==> src/rtl/clkEnDivPkg.sv <==
package clkEnDivPkg;

  parameter int NUM_CH  = 4;
  parameter int CODE_W  = 4;
  parameter int DIV_W   = 6;
  parameter int ADDR_W  = 12;
  parameter int DATA_W  = 32;

  typedef enum logic [1:0] {
    TBL_WIDE   = 2'd0,
    TBL_NARROW = 2'd1,
    TBL_GATED  = 2'd2
  } tableSel_e;

  typedef struct packed {
    logic             ok;
    logic [DIV_W-1:0] ratio;
  } divLookup_t;

  // control-to-datapath strobes
  typedef struct packed {
    logic [NUM_CH-1:0]            load;
    logic [NUM_CH-1:0][DIV_W-1:0] ratio;
    logic                         gateOff;
  } ctrlStrobes_t;

  function automatic divLookup_t lookupDiv(tableSel_e sel, logic [CODE_W-1:0] code);
    divLookup_t res;
    res.ok    = 1'b0;
    res.ratio = '0;
    case (code)
      4'd0:  res.ratio = DIV_W'(2);
      4'd1:  res.ratio = DIV_W'(3);
      4'd2:  res.ratio = DIV_W'(4);
      4'd3:  res.ratio = DIV_W'(6);
      4'd4:  res.ratio = DIV_W'(8);
      4'd5:  res.ratio = DIV_W'(12);
      4'd6:  res.ratio = DIV_W'(16);
      4'd7:  res.ratio = DIV_W'(18);
      4'd8:  res.ratio = DIV_W'(24);
      4'd10: res.ratio = DIV_W'(36);
      4'd11: res.ratio = DIV_W'(48);
      4'd12: res.ratio = DIV_W'(10);
      default: res.ratio = '0;
    endcase
    case (sel)
      TBL_WIDE:   res.ok = (code <= 4'd8) || (code == 4'd10) || (code == 4'd11);
      TBL_NARROW: res.ok = ((code >= 4'd4) && (code <= 4'd8)) || (code == 4'd10)
                           || (code == 4'd11) || (code == 4'd12);
      TBL_GATED:  res.ok = ((code >= 4'd1) && (code <= 4'd8)) || (code == 4'd10)
                           || (code == 4'd11);
      default:    res.ok = 1'b0;
    endcase
    return res;
  endfunction

  function automatic logic [DIV_W-1:0] resetDiv(tableSel_e sel);
    case (sel)
      TBL_WIDE:   return DIV_W'(2);
      TBL_NARROW: return DIV_W'(8);
      default:    return DIV_W'(3);
    endcase
  endfunction

  function automatic tableSel_e chanTable(int ch);
    if (ch == 0)               return TBL_WIDE;
    else if (ch == NUM_CH - 1) return TBL_GATED;
    else                       return TBL_NARROW;
  endfunction

endpackage

==> src/rtl/divChannel.sv <==
module divChannel
  import clkEnDivPkg::*;
#(
  parameter logic [DIV_W-1:0] RESET_DIV = 8
) (
  input  logic             clk,
  input  logic             rstN,
  input  logic             load,
  input  logic [DIV_W-1:0] loadVal,
  input  logic             hold,
  output logic             strobe
);

  logic [DIV_W-1:0] cnt;
  logic [DIV_W-1:0] activeDiv;
  logic [DIV_W-1:0] pendDiv;
  logic [DIV_W-1:0] pendNext;
  logic             wrap;

  assign pendNext = load ? loadVal : pendDiv;
  assign wrap     = !hold && (cnt == activeDiv - DIV_W'(1));
  assign strobe   = wrap;

  always_ff @(posedge clk) begin
    if (!rstN) begin
      cnt       <= '0;
      activeDiv <= RESET_DIV;
      pendDiv   <= RESET_DIV;
    end else begin
      pendDiv <= pendNext;
      if (hold || wrap) begin
        cnt       <= '0;
        activeDiv <= pendNext;
      end else begin
        cnt <= cnt + DIV_W'(1);
      end
    end
  end

  p_cnt_in_range_r1: assert property (@(posedge clk) disable iff (!rstN)
    cnt < activeDiv);

  p_one_cycle_high_r8: assert property (@(posedge clk) disable iff (!rstN)
    strobe |=> !strobe);

  p_ratio_at_wrap_r7: assert property (@(posedge clk) disable iff (!rstN)
    (activeDiv != $past(activeDiv)) |-> $past(strobe || hold));

  p_restart_r10: assert property (@(posedge clk) disable iff (!rstN)
    $fell(hold) |-> (cnt == '0));

  p_silent_r5: assert property (@(posedge clk) disable iff (!rstN)
    $past(hold) && hold |-> (cnt == '0) && !strobe);

endmodule

==> src/rtl/divBankCtrl.sv <==
module divBankCtrl
  import clkEnDivPkg::*;
#(
  parameter logic [ADDR_W-1:0] SHARED_ADDR = 12'h074,
  parameter logic [ADDR_W-1:0] GATED_ADDR  = 12'h25C
) (
  input  logic              clk,
  input  logic              rstN,
  input  logic              wrEn,
  input  logic [ADDR_W-1:0] addr,
  input  logic [DATA_W-1:0] wrData,
  output logic [DATA_W-1:0] rdData,
  output ctrlStrobes_t      strobes
);

  localparam int SHARED_W = CODE_W * (NUM_CH - 1);
  localparam int GATE_BIT = 8;

  logic [SHARED_W-1:0] sharedReg;
  logic [CODE_W-1:0]   gatedCode;
  logic                gateBit;
  logic                hitShared;
  logic                hitGated;
  logic [NUM_CH-1:0][CODE_W-1:0] newCode;

  assign hitShared = wrEn && (addr == SHARED_ADDR);
  assign hitGated  = wrEn && (addr == GATED_ADDR);

  always_ff @(posedge clk) begin
    if (!rstN) begin
      sharedReg <= '0;
      gatedCode <= '0;
      gateBit   <= 1'b0;
    end else begin
      if (hitShared) sharedReg <= wrData[SHARED_W-1:0];
      if (hitGated) begin
        gatedCode <= wrData[CODE_W-1:0];
        gateBit   <= wrData[GATE_BIT];
      end
    end
  end

  // channel 0 takes the most significant field of the shared register
  for (genvar ch = 0; ch < NUM_CH - 1; ch++) begin : g_sharedField
    assign newCode[ch] = wrData[(NUM_CH-1-ch)*CODE_W-1 -: CODE_W];
  end
  assign newCode[NUM_CH-1] = wrData[CODE_W-1:0];

  for (genvar ch = 0; ch < NUM_CH; ch++) begin : g_decode
    divLookup_t lk;
    logic       hit;
    assign lk  = lookupDiv(chanTable(ch), newCode[ch]);
    assign hit = (ch == NUM_CH - 1) ? hitGated : hitShared;
    assign strobes.load[ch]  = hit && lk.ok;
    assign strobes.ratio[ch] = lk.ratio;
  end

  assign strobes.gateOff = gateBit;

  always_comb begin
    rdData = '0;
    if (addr == SHARED_ADDR) begin
      rdData[SHARED_W-1:0] = sharedReg;
    end else if (addr == GATED_ADDR) begin
      rdData[CODE_W-1:0] = gatedCode;
      rdData[GATE_BIT]   = gateBit;
    end
  end

  p_readback_r4: assert property (@(posedge clk) disable iff (!rstN)
    hitShared |=> sharedReg == $past(wrData[SHARED_W-1:0]));

  p_gate_latch_r5: assert property (@(posedge clk) disable iff (!rstN)
    hitGated |=> gateBit == $past(wrData[GATE_BIT]));

  p_unmapped_r11: assert property (@(posedge clk) disable iff (!rstN)
    !hitShared && !hitGated |=> $stable(sharedReg) && $stable(gatedCode) && $stable(gateBit));

  p_load_one_ch_r6: assert property (@(posedge clk) disable iff (!rstN)
    $countones(strobes.load) <= NUM_CH - 1);

endmodule

==> src/rtl/divBankPath.sv <==
module divBankPath
  import clkEnDivPkg::*;
(
  input  logic              clk,
  input  logic              rstN,
  input  ctrlStrobes_t      strobes,
  output logic [NUM_CH-1:0] clkEn
);

  for (genvar ch = 0; ch < NUM_CH; ch++) begin : g_chan
    logic holdCh;
    if (ch == NUM_CH - 1) begin : g_gated
      assign holdCh = strobes.gateOff;
    end else begin : g_free
      assign holdCh = 1'b0;
    end
    divChannel #(
      .RESET_DIV(resetDiv(chanTable(ch)))
    ) i_divChannel (
      .clk    (clk),
      .rstN   (rstN),
      .load   (strobes.load[ch]),
      .loadVal(strobes.ratio[ch]),
      .hold   (holdCh),
      .strobe (clkEn[ch])
    );
  end

endmodule

==> src/rtl/clkEnDivBank.sv <==
module clkEnDivBank
  import clkEnDivPkg::*;
(
  input  logic              clk,
  input  logic              rstN,
  input  logic              wrEn,
  input  logic [ADDR_W-1:0] addr,
  input  logic [DATA_W-1:0] wrData,
  output logic [DATA_W-1:0] rdData,
  output logic [NUM_CH-1:0] clkEn
);

  ctrlStrobes_t strobes;

  divBankCtrl i_divBankCtrl (
    .clk    (clk),
    .rstN   (rstN),
    .wrEn   (wrEn),
    .addr   (addr),
    .wrData (wrData),
    .rdData (rdData),
    .strobes(strobes)
  );

  divBankPath i_divBankPath (
    .clk    (clk),
    .rstN   (rstN),
    .strobes(strobes),
    .clkEn  (clkEn)
  );

  p_gated_quiet_r5: assert property (@(posedge clk) disable iff (!rstN)
    $past(rdData[8] && addr == 12'h25C) && (addr == 12'h25C) && rdData[8] |-> !clkEn[NUM_CH-1]);

endmodule

==> config.mk <==
export PLATFORM = sky130hd
export DESIGN_NAME = clkEnDivBank
export DESIGN_NICKNAME = d
export VERILOG_FILES = /design/src/rtl/clkEnDivPkg.sv /design/src/rtl/divChannel.sv /design/src/rtl/divBankCtrl.sv /design/src/rtl/divBankPath.sv /design/src/rtl/clkEnDivBank.sv
export SDC_FILE = /design/constraint.sdc
export NUM_CORES = 1
export LEC_CHECK = 0
export ABC_AREA = 1
export BUFFER_PORTS_ARGS = -buffer_cell sky130_fd_sc_hd__buf_2
export CAP_MARGIN = 20
export CORE_AREA = 2 2 99 101
export DETAILED_ROUTE_END_ITERATION = 10
export DIE_AREA = 0 0 101 103
export PLACE_DENSITY = 0.78
export SLEW_MARGIN = 20
export SYNTH_ARGS = -nofsm -noshare
export SYNTH_HDL_FRONTEND = slang
export SYNTH_SLANG_ARGS = --single-unit
==> constraint.sdc <==
create_clock -name clk -period 2.3 [get_ports clk]
set_input_delay 0.345 -clock clk [delete_from_list [all_inputs] [get_ports clk]]
set_output_delay 0.345 -clock clk [all_outputs]
set_load 0.01 [all_outputs]
Word level (Yosys, flattened, before mapping)
Memory sizes are Yosys's and may differ from the RTL's.
Cells that the tools add are included.
{"block": "totals", "ff_bits": 89, "romBits": 384, "word_cells": 84, "memories": 4}
{"block": "classes", "add_sub_neg": 8, "magnitude_cmp": 6, "n_eq_ne": 14, "n_mux": 10, "n_bitwise": 1, "reduce_logical": 26}
{"name": "(name not given)", "depth": 16, "word_bits": 6, "read_ports": 1, "rd_clocked_by_memory_dff": 0, "wr": 0, "line": "clkEnDivPkg.sv:31", "rtl": "case (code)"}
{"name": "(name not given)", "depth": 16, "word_bits": 6, "read_ports": 1, "rd_clocked_by_memory_dff": 0, "wr": 0, "line": "clkEnDivPkg.sv:31"}
{"name": "(name not given)", "depth": 16, "word_bits": 6, "read_ports": 1, "rd_clocked_by_memory_dff": 0, "wr": 0, "line": "clkEnDivPkg.sv:31"}
{"name": "(name not given)", "depth": 16, "word_bits": 6, "read_ports": 1, "rd_clocked_by_memory_dff": 0, "wr": 0, "line": "clkEnDivPkg.sv:31"}
{"op": "$eq A4 B4 Y1 const B", "count": 8}
{"op": "$add A6 B1 Y6 const B", "count": 4}
{"op": "$eq A6 B6 Y1", "count": 4}
{"op": "$mux W6", "count": 4}
{"op": "$sub A6 B1 Y6 const B", "count": 4}
{"op": "$eq A12 B10 Y1 const B", "count": 1}
{"op": "$eq A12 B7 Y1 const B", "count": 1}
{"op": "$le A4 B4 Y1 const B", "count": 3}
{"op": "$mux W4", "count": 3}
{"op": "$logic_or A1 B1 Y1", "count": 11}
{"op": "$logic_and A1 B1 Y1", "count": 10}
{"op": "$ge A4 B3 Y1 const B", "count": 2}
{"op": "$reduce_or A2 Y1", "count": 4}
{"op": "$ge A4 B1 Y1 const B", "count": 1}
{"op": "$mux W3", "count": 1}
{"op": "$mux W1", "count": 2}
{"op": "$logic_not A1 Y1", "count": 1}
{"op": "$not A1 Y1", "count": 1}

Depth between registers and ports, before layout
Gate-level depths: netlist of run 1.
{"block": "logic_depth", "word_depth": 7, "mapped_depth": 16, "mapped_depth_nobuf": 15}

Hierarchy
From an unflattened synthesis of run 1, not the netlist that was laid out.
{"block": "hier_totals", "cells_unflattened": 826, "hier_area_um2": 5445.2}
{"module": "divChannel (i_divBankPath.g_chan[0].i_divChannel ...)", "n_inst": 3, "cells_each": 135, "area_each_um2": 938.4}
{"module": "divBankCtrl", "n_inst": 1, "cells_each": 288, "area_each_um2": 1730.4}
{"module": "divChannel (i_divBankPath.g_chan[3].i_divChannel)", "n_inst": 1, "cells_each": 132, "area_each_um2": 895.9}
{"module": "divBankPath", "n_inst": 1, "cells_each": 1, "area_each_um2": 3.8}

Worst setup path before layout of run 1
No wires, ideal clock.
{"block": "synth_path", "path_kind": "register to output", "start": "register i_divBankPath.g_chan[3].i_divChannel.activeDiv[0]", "end": "output clkEn[3]", "arrival_ps": 1412, "required_time_ps": 1955, "slack_ps": 543, "path_stages_with_launch": 11, "cell_sequence": "dfxtp_1 inv_2 ha_1 xor2_1 nand2_1 inv_1 nand2_1 nor2_2 nand2_4 nor2_1 buf_4"}
{"block": "synth_between", "elab_chain_cells": 3}
{"item": "from (decl)", "line": "divChannel.sv:15", "rtl": "logic [DIV_W-1:0] activeDiv;"}
{"item": "from (signal assigned)", "line": "divChannel.sv:33", "rtl": "activeDiv <= pendNext;"}
{"item": "$sub A6 B1 Y6", "line": "divChannel.sv:21", "rtl": "assign wrap = !hold && (cnt == activeDiv - DIV_W'(1));"}
{"item": "$eq A6 B6 Y1", "line": "divChannel.sv:21"}
{"item": "$logic_and A1 B1 Y1", "line": "divChannel.sv:21"}
{"item": "to (decl)", "line": "clkEnDivBank.sv:10", "rtl": "output logic [NUM_CH-1:0] clkEn"}
Every way passes these cells.

Worst setup path in the final report of run 1
Ends and elaborated chain as after synthesis.

==> flow_metrics.py, run 1 <==
metrics = {
    "cells_and_area": {
        "diodes": 0,
        "seq_area_um2": 1790,
        "layout-drive-gt1-share": 0.154,
        "num-nets-final": 842,
        "nFillCells": 879,
        "syn2layout_area_growth_pct": 9.11,
        "multiInputGateArea_um2": 2620,
    },
    "worst_hold_path": {
        "hold_path_end": "i_divBankCtrl.sharedReg[4]",
        "worst_hold_path_type": "primary input to flop",
        "min-delay-start": "wrData[4]",
        "holdPathStages": 3,
    },
    "power_and_ir_drop": {
        "p_int_uw": 2900,
        "power_density_nw_per_um2": 775,
        "pwr-share-seq": 0.417,
        "combinationalPowerShare": 0.301,
        "irDropWorstVdd_mv": 0.354,
        "power.share.clock": 0.282,
        "power_uw": 4320,
        "swShare": 0.330,
        "p_leak_uw": 0.00295,
        "p_switching_uw": 1420,
    },
    "critical_path": {
        "crit_required_ns": 1.96,
        "r2r_slack_ns": 0.41,
        "crit_cells": 10,
        "crit_chain": "inv_2 > ha_1 > xor2_1 > nand2_1 > inv_1 > nand2_1 > nor2_2 > nand2_4 > nor2_1 > buf_2",
        "crit_fanout": 6,
        "arrival_ns": 1.86,
        "slowest_delay_ns": 0.35,
        "critPathBufInv": 3,
        "endpoint_kind": "output pin",
        "cpMostUsedCell": "nand2_1",
        "reg2reg_depth": 12,
        "cp_slowest_cell": "dfxtp_4",
        "worst-setup-path-type": "flop to output pin",
        "critPathTopFamily": "simple AND/OR/NAND/NOR gates",
        "startpoint_type": "flop",
    },
    "synthesis": {
        "ys_types": 40,
        "syn_avg_cell_area_um2": 7.01,
        "ys_seq_area_frac": 0.349,
        "ys_ff_latch": 89,
        "synth_area_um2": 5110,
        "synthCells": 729,
        "yosysWarnings": 0,
    },
    "routing": {
        "dr.pass1.iters": 5,
        "drt_iter0_markers": 153,
        "avgRoutedWirePerCell_um": 11.4,
        "drcViolationCount": 0,
        "ant_nets": 0,
        "avgViaCountPerCell": 4.95,
        "wl_mm": 10.2,
        "num_vias": 4425,
    },
    "clock_tree": {
        "cts_tree": "yes",
        "clk_pin_slew_ns": 0.09,
        "hold_buffers": 0,
        "clockBufferDepth": 2,
        "root_buffer": "clkbuf_8",
        "cts.sinks": 89,
        "insertion_delay_ns": 0.36,
        "cts_htree_levels": 3,
        "numCtsBuffers": 9,
    },
    "floorplan": {
        "ios": 83,
        "die_height_um": 103,
        "coreArea_um2": 9460,
        "start_util": 0.540,
        "dieArea_um2": 10400,
        "die_x_um": 101,
        "rows": 36,
    },
    "global_routing": {
        "antenna_found_initial": 0,
        "grt_pass1_wl_mm": 17.1,
        "grt_use_total": 0.203,
        "grt_pass1_vias": 4130,
        "grt_max_degree": 29,
        "overflow": 0,
    },
    "run_status": {
        "outcome": "finished clean",
    },
    "timing": {
        "post-route-period-util": 0.960,
        "hold_viol_final": 0,
        "fin_skew_ns": 0.00442,
        "layout_min_cycle_time_ns": 2.21,
        "finalSetupViolations": 0,
        "drv_slew": 0,
        "layout_setup_ws_ns": 0.0923,
        "fin_tns_setup_ns": 0,
        "max_freq_mhz": 453,
    },
    "placed_design": {
        "dp_slack_ns": 0.327,
        "hpwlAfterDp_mm": 7.72,
        "portBuffers": 42,
        "gp_congestion": 0.862,
    },
    "flow_run": {
        "drv_cap": 0,
    },
}
flip-flops by register name (all words and copies together) (netlist names):
name,cells
i_divBankPath.g_chan.i_divChannel.activeDiv,24
i_divBankPath.g_chan.i_divChannel.cnt,24
i_divBankPath.g_chan.i_divChannel.pendDiv,24
i_divBankCtrl.sharedReg,12
i_divBankCtrl.gatedCode,4
i_divBankCtrl.gateBit,1
worst reg2reg max path, cell delays in order, from the launching register on:
cell	delay, ns
dfxtp_1	0.36
inv_2	0.07
ha_2	0.28
xnor2_1	0.12
nor2_1	0.08
nand2_1	0.06
nor2_2	0.15
nand3_4	0.09
buf_4	0.17
nand2_2	0.22
nand2_1	0.09
nand2_1	0.07
inv_1	0.03
per-layer routing:
metal	global-route usage	vias up	routed length (um)
met5	0	-	0
met4	0.0655	0	131
met3	0.0454	12	507
met2	0.390	82	5310
met1	0.221	2023	4230
li1	-	2308	-
cell families after synthesis:
family                     synth area share
AOI/OAI and AO/OA                    0.0884
and+or+nand+nor                       0.312
adders and majority gates            0.0490
other                              0.000734
buffers and inverters                 0.155
xor gates and xnor gates             0.0463
DFF                                   0.349
Yosys cell counts (all sizes together):
cell	number	area share
buf	37	0.058
nor2	71	0.060
a31oi	1	0.0012
nand3b	7	0.010
xnor2	11	0.019
ha	20	0.049
inv	129	0.095
o22ai	1	0.0012
clkinv	1	0.00073
nand3	79	0.088
dfxtp	89	0.35
o21ai	35	0.035
o211ai	3	0.0054
nand4	4	0.0049
a21oi	21	0.021
a22oi	2	0.0029
a21boi	14	0.022
nor3b	5	0.010
nand2	177	0.14
clkbuf	2	0.0017
conb	1	0.00073
nor3	3	0.0029
xor2	16	0.027
layout by cell type (no fill, tap or decap), types with 16 or more instances in the layout:
master / n
o21ai_0: 32
nand2_1: 170
nand3_1: 71
inv_1: 119
xor2_1: 16
nor2_1: 59
a21oi_1: 21
conb_1: 20
dfxtp_1: 85
ha_1: 19
buf_2: 42
area by class of cell:
| class | count | share of cell area |
|---|---|---|
| Timing Repair Buffer | 55 | 0.0552 |
| Sequential cell | 89 | 0.321 |
| Clock inverter | 5 | 0.0139 |
| Inverter | 130 | 0.0875 |
| Clock buffer | 11 | 0.0272 |
| Multi-Input combinational cell | 490 | 0.470 |
| Tap cell | 114 | 0.0256 |
through the flow:
step / util / area [um^2] / instances / hold WS [ns]
6_report: 0.589 / 5570 / 894 / 0.335
5_1_grt: 0.589 / 5570 / 894 / 0.347
4_1_cts: 0.583 / 5520 / 888 / 0.316
3_5_place_dp: 0.557 / 5270 / 870 / 0.457
3_3_place_gp: 0.557 / 5270 / 870 / 0.441
2_1_floorplan: - / 5180 / 748 / 0.427
worst max path at each step:
stage          startpoint        to  slack (ns)
6_report             flop  clkEn[3]        0.09
5_1_grt              flop  clkEn[3]       -0.04
4_1_cts              flop  clkEn[1]        0.02
3_5_place_dp     addr[10]      flop        0.33
3_3_place_gp     addr[10]      flop        0.38
2_1_floorplan        flop  clkEn[3]        0.54
power by group through the flow:
stage / registers [uW] / clock network [uW] / logic, uW
6_report: 1800 / 1220 / 1300
5_1_grt: 1820 / 1290 / 1480
4_1_cts: 1800 / 1240 / 1190
3_5_place_dp: 1840 / 0 / 1160
3_3_place_gp: 1830 / 0 / 1110
2_1_floorplan: 1800 / 0 / 1060
timing repair:
item                       in CTS  in global routing
resized for setup               2                  9
pin swaps                       2                  2
setup buffers                   2                  6
setup endpoints to repair       4                  4
(Power assumes the default switching activity.)
==> run 2: changes to the inputs <==
--- a/config.mk
+++ b/config.mk
@@ -7,11 +7,12 @@
 export LEC_CHECK = 0
 export ABC_AREA = 1
 export BUFFER_PORTS_ARGS = -buffer_cell sky130_fd_sc_hd__buf_2
-export CAP_MARGIN = 20
+export CAP_MARGIN = 5
 export CORE_AREA = 2 2 99 101
 export DETAILED_ROUTE_END_ITERATION = 10
 export DIE_AREA = 0 0 101 103
 export PLACE_DENSITY = 0.78
+export REMOVE_ABC_BUFFERS = 1
 export SLEW_MARGIN = 20
 export SYNTH_ARGS = -nofsm -noshare
 export SYNTH_HDL_FRONTEND = slang
==> run 2 against run 1 <==
Against the previous run: critical endpoint unchanged; flip-flop and latch count unchanged; total power decreased by 2.1%; highest routed layer unchanged; combinational power increased by 6%.
==> flow_metrics.py, run 2 (same netlist as run 1, synthesis figures left out) <==
metrics = {
    "floorplan": {
        "ios": 83,
        "start_util": 0.540,
        "die_x_um": 101,
        "coreArea_um2": 9460,
        "dieArea_um2": 10400,
        "die_height_um": 103,
        "rows": 36,
    },
    "worst_hold_path": {
        "min-delay-start": "wrData[6]",
        "holdPathStages": 3,
        "hold_path_end": "i_divBankCtrl.sharedReg[6]",
        "worst_hold_path_type": "primary input to flop",
    },
    "clock_tree": {
        "clockBufferDepth": 2,
        "insertion_delay_ns": 0.36,
        "clk_pin_slew_ns": 0.08,
        "cts_tree": "yes",
        "cts_htree_levels": 3,
        "numCtsBuffers": 9,
        "root_buffer": "clkbuf_8",
        "cts.sinks": 89,
    },
    "critical_path": {
        "crit_fanout": 6,
        "critPathBufInv": 4,
        "critPathTopFamily": "simple AND/OR/NAND/NOR gates",
        "worst-setup-path-type": "flop to output pin",
        "endpoint_kind": "output pin",
        "crit_required_ns": 1.96,
        "startpoint_type": "flop",
        "slowest_delay_ns": 0.37,
        "cp_slowest_cell": "dfxtp_4",
        "reg2reg_depth": 11,
        "cpMostUsedCell": "nand2_1",
        "arrival_ns": 1.86,
        "crit_chain": "inv_2 > ha_4 > inv_1 > nand2_1 > nand2_1 > nand2_1 > nand2_1 > inv_1 > nand2_1 > nor2_2 > nand2_4 > nor2_1 > buf_2",
        "crit_cells": 13,
        "r2r_slack_ns": 0.35,
    },
    "run_status": {
        "outcome": "finished clean",
    },
    "timing": {
        "fin_skew_ns": 0.00835,
        "finalSetupViolations": 0,
        "post-route-period-util": 0.957,
        "max_freq_mhz": 454,
        "layout_setup_ws_ns": 0.0982,
        "hold_viol_final": 0,
        "whs_ns": 0.340,
        "drv_slew": 0,
        "layout_min_cycle_time_ns": 2.20,
    },
    "cells_and_area": {
        "num-nets-final": 845,
        "layout-drive-gt1-share": 0.155,
        "nFillCells": 888,
        "fin_cells": 895,
        "syn2layout_area_growth_pct": 8.92,
        "diodes": 0,
        "final_cell_area_um2": 5560,
        "top_regs": "i_divBankPath.g_chan.i_divChannel.activeDiv x24, i_divBankPath.g_chan.i_divChannel.cnt x24, i_divBankPath.g_chan.i_divChannel.pendDiv x24",
        "mostFrequentLayoutCell": "nand2_1",
        "multiInputGateArea_um2": 2630,
        "layout_common_cells": "170 x nand2_1, 119 x inv_1, 85 x dfxtp_1",
        "seq_area_um2": 1790,
    },
    "power_and_ir_drop": {
        "irDropWorstVdd_mv": 0.624,
        "power_density_nw_per_um2": 760,
        "p_leak_uw": 0.00294,
    },
    "global_routing": {
        "grt_pass1_wl_mm": 16.8,
        "overflow": 0,
        "grt_pass1_vias": 4148,
        "grt_use_total": 0.198,
        "grt_max_degree": 24,
        "antenna_found_initial": 0,
    },
    "routing": {
        "num_vias": 4404,
        "drt_iter0_markers": 183,
        "wl_mm": 10.2,
        "ant_nets": 0,
        "dr.pass1.iters": 4,
        "avgViaCountPerCell": 4.92,
        "drcViolationCount": 0,
        "avgRoutedWirePerCell_um": 11.3,
    },
    "placed_design": {
        "dp_slack_ns": 0.342,
        "placed_area_um2": 5270,
        "dp.cells": 871,
        "hpwlAfterDp_mm": 7.57,
        "portBuffers": 42,
        "gp_congestion": 0.901,
    },
    "flow_run": {
        "drv_cap": 0,
    },
}
==> run 2: routing by layer <==
layer / GRT usage / routed length (um) / vias up
li1: - / - / 2310
met1: 0.221 / 4480 / 2020
met2: 0.369 / 5190 / 60
met3: 0.0380 / 312 / 14
met4: 0.0821 / 168 / 0
met5: 0 / 0 / -
==> run 2: area by class of cell <==
class / count / area share
Sequential cell: 89 / 0.322
Clock inverter: 3 / 0.00765
Inverter: 130 / 0.0877
Timing Repair Buffer: 58 / 0.0594
Multi-Input combinational cell: 490 / 0.473
Tap cell: 114 / 0.0256
Clock buffer: 11 / 0.0254
==> run 2: worst max-delay path by stage <==
| stage | startpoint | to |
|---|---|---|
| finish | flop | clkEn[3] |
| global placement | flop | clkEn[3] |
| detailed placement | addr[7] | flop |
| global route | flop | clkEn[3] |
| floorplan | addr[10] | flop |
| CTS | flop | clkEn[2] |
==> run 2: repair_timing <==
action | 4_1_cts | 5_1_grt
endpoints found under the setup margin | 1 | 4
hold buffers | 0 | 0
cloned | 0 | 0
gates resized for setup | 1 | 12
pin swaps | 0 | 7
buffers inserted | 0 | 10
==> run 2: worst reg2reg max path, stage by stage (launching register included) <==
cell and delay, ns:
dfxtp_2 0.35, inv_2 0.06, ha_1 0.31, xnor2_1 0.13
nor2_1 0.10, nand2_1 0.07, nor2_2 0.10, nand3_2 0.14
buf_4 0.17, buf_4 0.12, nand2_2 0.20, a21boi_1 0.10
==> run 2: report_power, final <==
group | switching, uW | total [uW] | internal (uW)
clock network | 526 | 1040 | 519
logic | 766 | 1380 | 613
registers | 124 | 1800 | 1680
total | 1420 | 4230 | 2810
==> run 2: stage by stage <==
step | power [uW] | setup TNS, ns | util
after detailed placement | 2990 | 0 | 0.557
after CTS | 4020 | 0 | 0.577
final | 4230 | 0 | 0.588
after global placement | 2940 | 0 | 0.557
after floorplan | 2720 | 0 | -
after global routing | 4490 | -0.0116 | 0.588
==> run 3: changes to the inputs <==
--- a/config.mk
+++ b/config.mk
@@ -8,11 +8,12 @@
 export ABC_AREA = 1
 export BUFFER_PORTS_ARGS = -buffer_cell sky130_fd_sc_hd__buf_2
 export CAP_MARGIN = 5
-export CORE_AREA = 2 2 99 101
+export CORE_AREA = 2 2 103 105
 export DETAILED_ROUTE_END_ITERATION = 10
-export DIE_AREA = 0 0 101 103
-export PLACE_DENSITY = 0.78
+export DIE_AREA = 0 0 105 107
+export PLACE_DENSITY = 0.76
 export REMOVE_ABC_BUFFERS = 1
+export SETUP_SLACK_MARGIN = 0.02
 export SLEW_MARGIN = 20
 export SYNTH_ARGS = -nofsm -noshare
 export SYNTH_HDL_FRONTEND = slang
==> constraint.sdc (replaced) <==
create_clock -name clk -period 2 [get_ports clk]
set_input_delay 0.3 -clock clk [delete_from_list [all_inputs] [get_ports clk]]
set_output_delay 0.3 -clock clk [all_outputs]
set_load 0.01 [all_outputs]
==> run 3 against run 2 <==
Against the previous run: the flow now finishes with violations (negative setup slack); sequential share of layout area decreased by 1.0 points; global-route usage decreased by 1.3 points; register-to-register slack got worse by 0.17 ns; final area increased by 3.5%; flip-flop and latch count unchanged; core utilization decreased by 1.8 points; worst setup slack got worse by 0.11 ns; cell count increased by 3.6%; first-iteration DRC count decreased by 21%; total power increased by 16%; count of clock-buffer cells in the layout decreased by 2; largest cell class unchanged.
==> flow_metrics.py, run 3 (same netlist as run 1, synthesis figures left out) <==
metrics = {
    "placed_design": {
        "hpwlAfterDp_mm": 7.16,
        "dp.cells": 897,
        "gp_congestion": 0.846,
        "placed_area_um2": 5340,
        "portBuffers": 42,
    },
    "timing": {
        "finalSetupViolations": 1,
        "post-route-period-util": 1.01,
        "fin_skew_ns": 0.00503,
        "layout_min_cycle_time_ns": 2.01,
        "slew_headroom": 0.598,
        "max_freq_mhz": 497,
        "worst_pin_slew_ns": 0.603,
        "drv_slew": 0,
        "layout_setup_ws_ns": -0.0104,
        "hold_viol_final": 0,
        "rsz0062_at_grt": "yes",
    },
    "clock_tree": {
        "numCtsBuffers": 9,
        "clk_pin_slew_ns": 0.09,
        "clockBufferDepth": 2,
        "cts_tree": "yes",
        "cts_htree_levels": 3,
        "cts.sinks": 89,
        "insertion_delay_ns": 0.36,
        "root_buffer": "clkbuf_8",
    },
    "floorplan": {
        "rows": 37,
        "die_x_um": 105,
        "ios": 83,
        "dieArea_um2": 11200,
        "die_height_um": 107,
        "start_util": 0.506,
        "coreArea_um2": 10100,
    },
    "cells_and_area": {
        "layout_common_cells": "169 x nand2_1, 115 x inv_1, 81 x dfxtp_1",
        "fin_cells": 927,
        "syn2layout_area_growth_pct": 12.7,
        "layout-drive-gt1-share": 0.183,
        "final_cell_area_um2": 5760,
        "top_regs": "i_divBankPath.g_chan.i_divChannel.activeDiv x24, i_divBankPath.g_chan.i_divChannel.cnt x24, i_divBankPath.g_chan.i_divChannel.pendDiv x24",
        "mostFrequentLayoutCell": "nand2_1",
        "num-nets-final": 853,
        "diodes": 0,
    },
    "routing": {
        "avgViaCountPerCell": 4.64,
        "num_vias": 4300,
        "wl_mm": 9.87,
        "drt_iter0_markers": 145,
        "drcViolationCount": 0,
        "dr.pass1.iters": 5,
        "ant_nets": 0,
        "avgRoutedWirePerCell_um": 10.6,
    },
    "power_and_ir_drop": {
        "power_uw": 4920,
        "power_density_nw_per_um2": 854,
        "irDropWorstVdd_mv": 0.603,
        "p_leak_uw": 0.00300,
    },
    "global_routing": {
        "antenna_found_initial": 0,
        "grt_use_total": 0.186,
        "overflow": 0,
        "grt_max_degree": 29,
        "grt_pass1_wl_mm": 17.4,
        "grt_pass1_vias": 4040,
    },
    "worst_hold_path": {
        "worst_hold_path_type": "primary input to flop",
    },
    "run_status": {
        "outcome": "complete, but fails checks",
        "violations": "negative setup slack",
    },
    "critical_path": {
        "arrival_ns": 1.71,
        "crit_required_ns": 1.70,
        "startpoint_type": "flop",
        "worst-setup-path-type": "flop to output pin",
        "endpoint_kind": "output pin",
        "crit_fanout": 3,
    },
    "flow_run": {
        "drv_cap": 0,
    },
}
[run 3: layout make-up]
class	instances	area, um^2
timing repair buffer	66	409
fill	991	4330
clock buffer	9	124
clock inverter	7	80.1
inverter	130	495
sequential	89	1790
multi-input combinational	490	2690
tap	136	170
[run 3: metal layers]
metal | GRT usage | share of wire | wire length [um] | vias up
met3 | 0.0486 | 0.037 | 361 | 11
met1 | 0.225 | 0.46 | 4570 | 1894
met5 | 0 | 0 | 0 | -
met4 | 0.0543 | 0.013 | 132 | 0
met2 | 0.323 | 0.49 | 4800 | 61
li1 | - | - | - | 2334
[run 3: critical path: stages, from the launching register on]
cell	delay [ns]
dfxtp_4	0.37
inv_4	0.04
ha_4	0.25
xor2_1	0.13
nand2_1	0.06
inv_1	0.04
nand2_1	0.05
nor2_2	0.12
nand2_4	0.07
nor2_4	0.10
buf_6	0.10
[run 3: what timing repair did]
action	in CTS	in global routing
buffers inserted	10	4
endpoints found under the setup margin	4	4
pin swaps	7	17
gates resized for setup	18	15
hold buffers	0	0
[run 3: path summary, 6_finish.rpt]
path | cells past startpoint | to | start | slack [ns]
worst max-delay path | 10 | clkEn[3] | flop | -0.01
worst min-delay path | 3 | i_divBankCtrl.sharedReg[4] | wrData[4] | 0.28
worst max register to register | 14 | flop | flop | 0.18
worst min register to register | 2 | flop | flop | 0.47
[run 3: stage by stage]
stage                     setup WS, ns  utilization  hold WS, ns  TNS [ns]
after floorplan                  0.215            -        0.387         0
after global placement           0.164        0.529        0.444         0
after detailed placement         0.163        0.529        0.451         0
after CTS                      -0.0311        0.562        0.267   -0.0311
after global routing            -0.143        0.571        0.293    -0.328
final                          -0.0104        0.571        0.284   -0.0104
[run 3: report_power, final]
group | internal [uW] | switching (uW) | leakage, uW | total [uW]
combinational | 694 | 894 | 0.00218 | 1590
sequential | 1930 | 147 | 0.000722 | 2080
clock | 590 | 659 | 0.000101 | 1250
total | 3220 | 1700 | 0.00300 | 4920
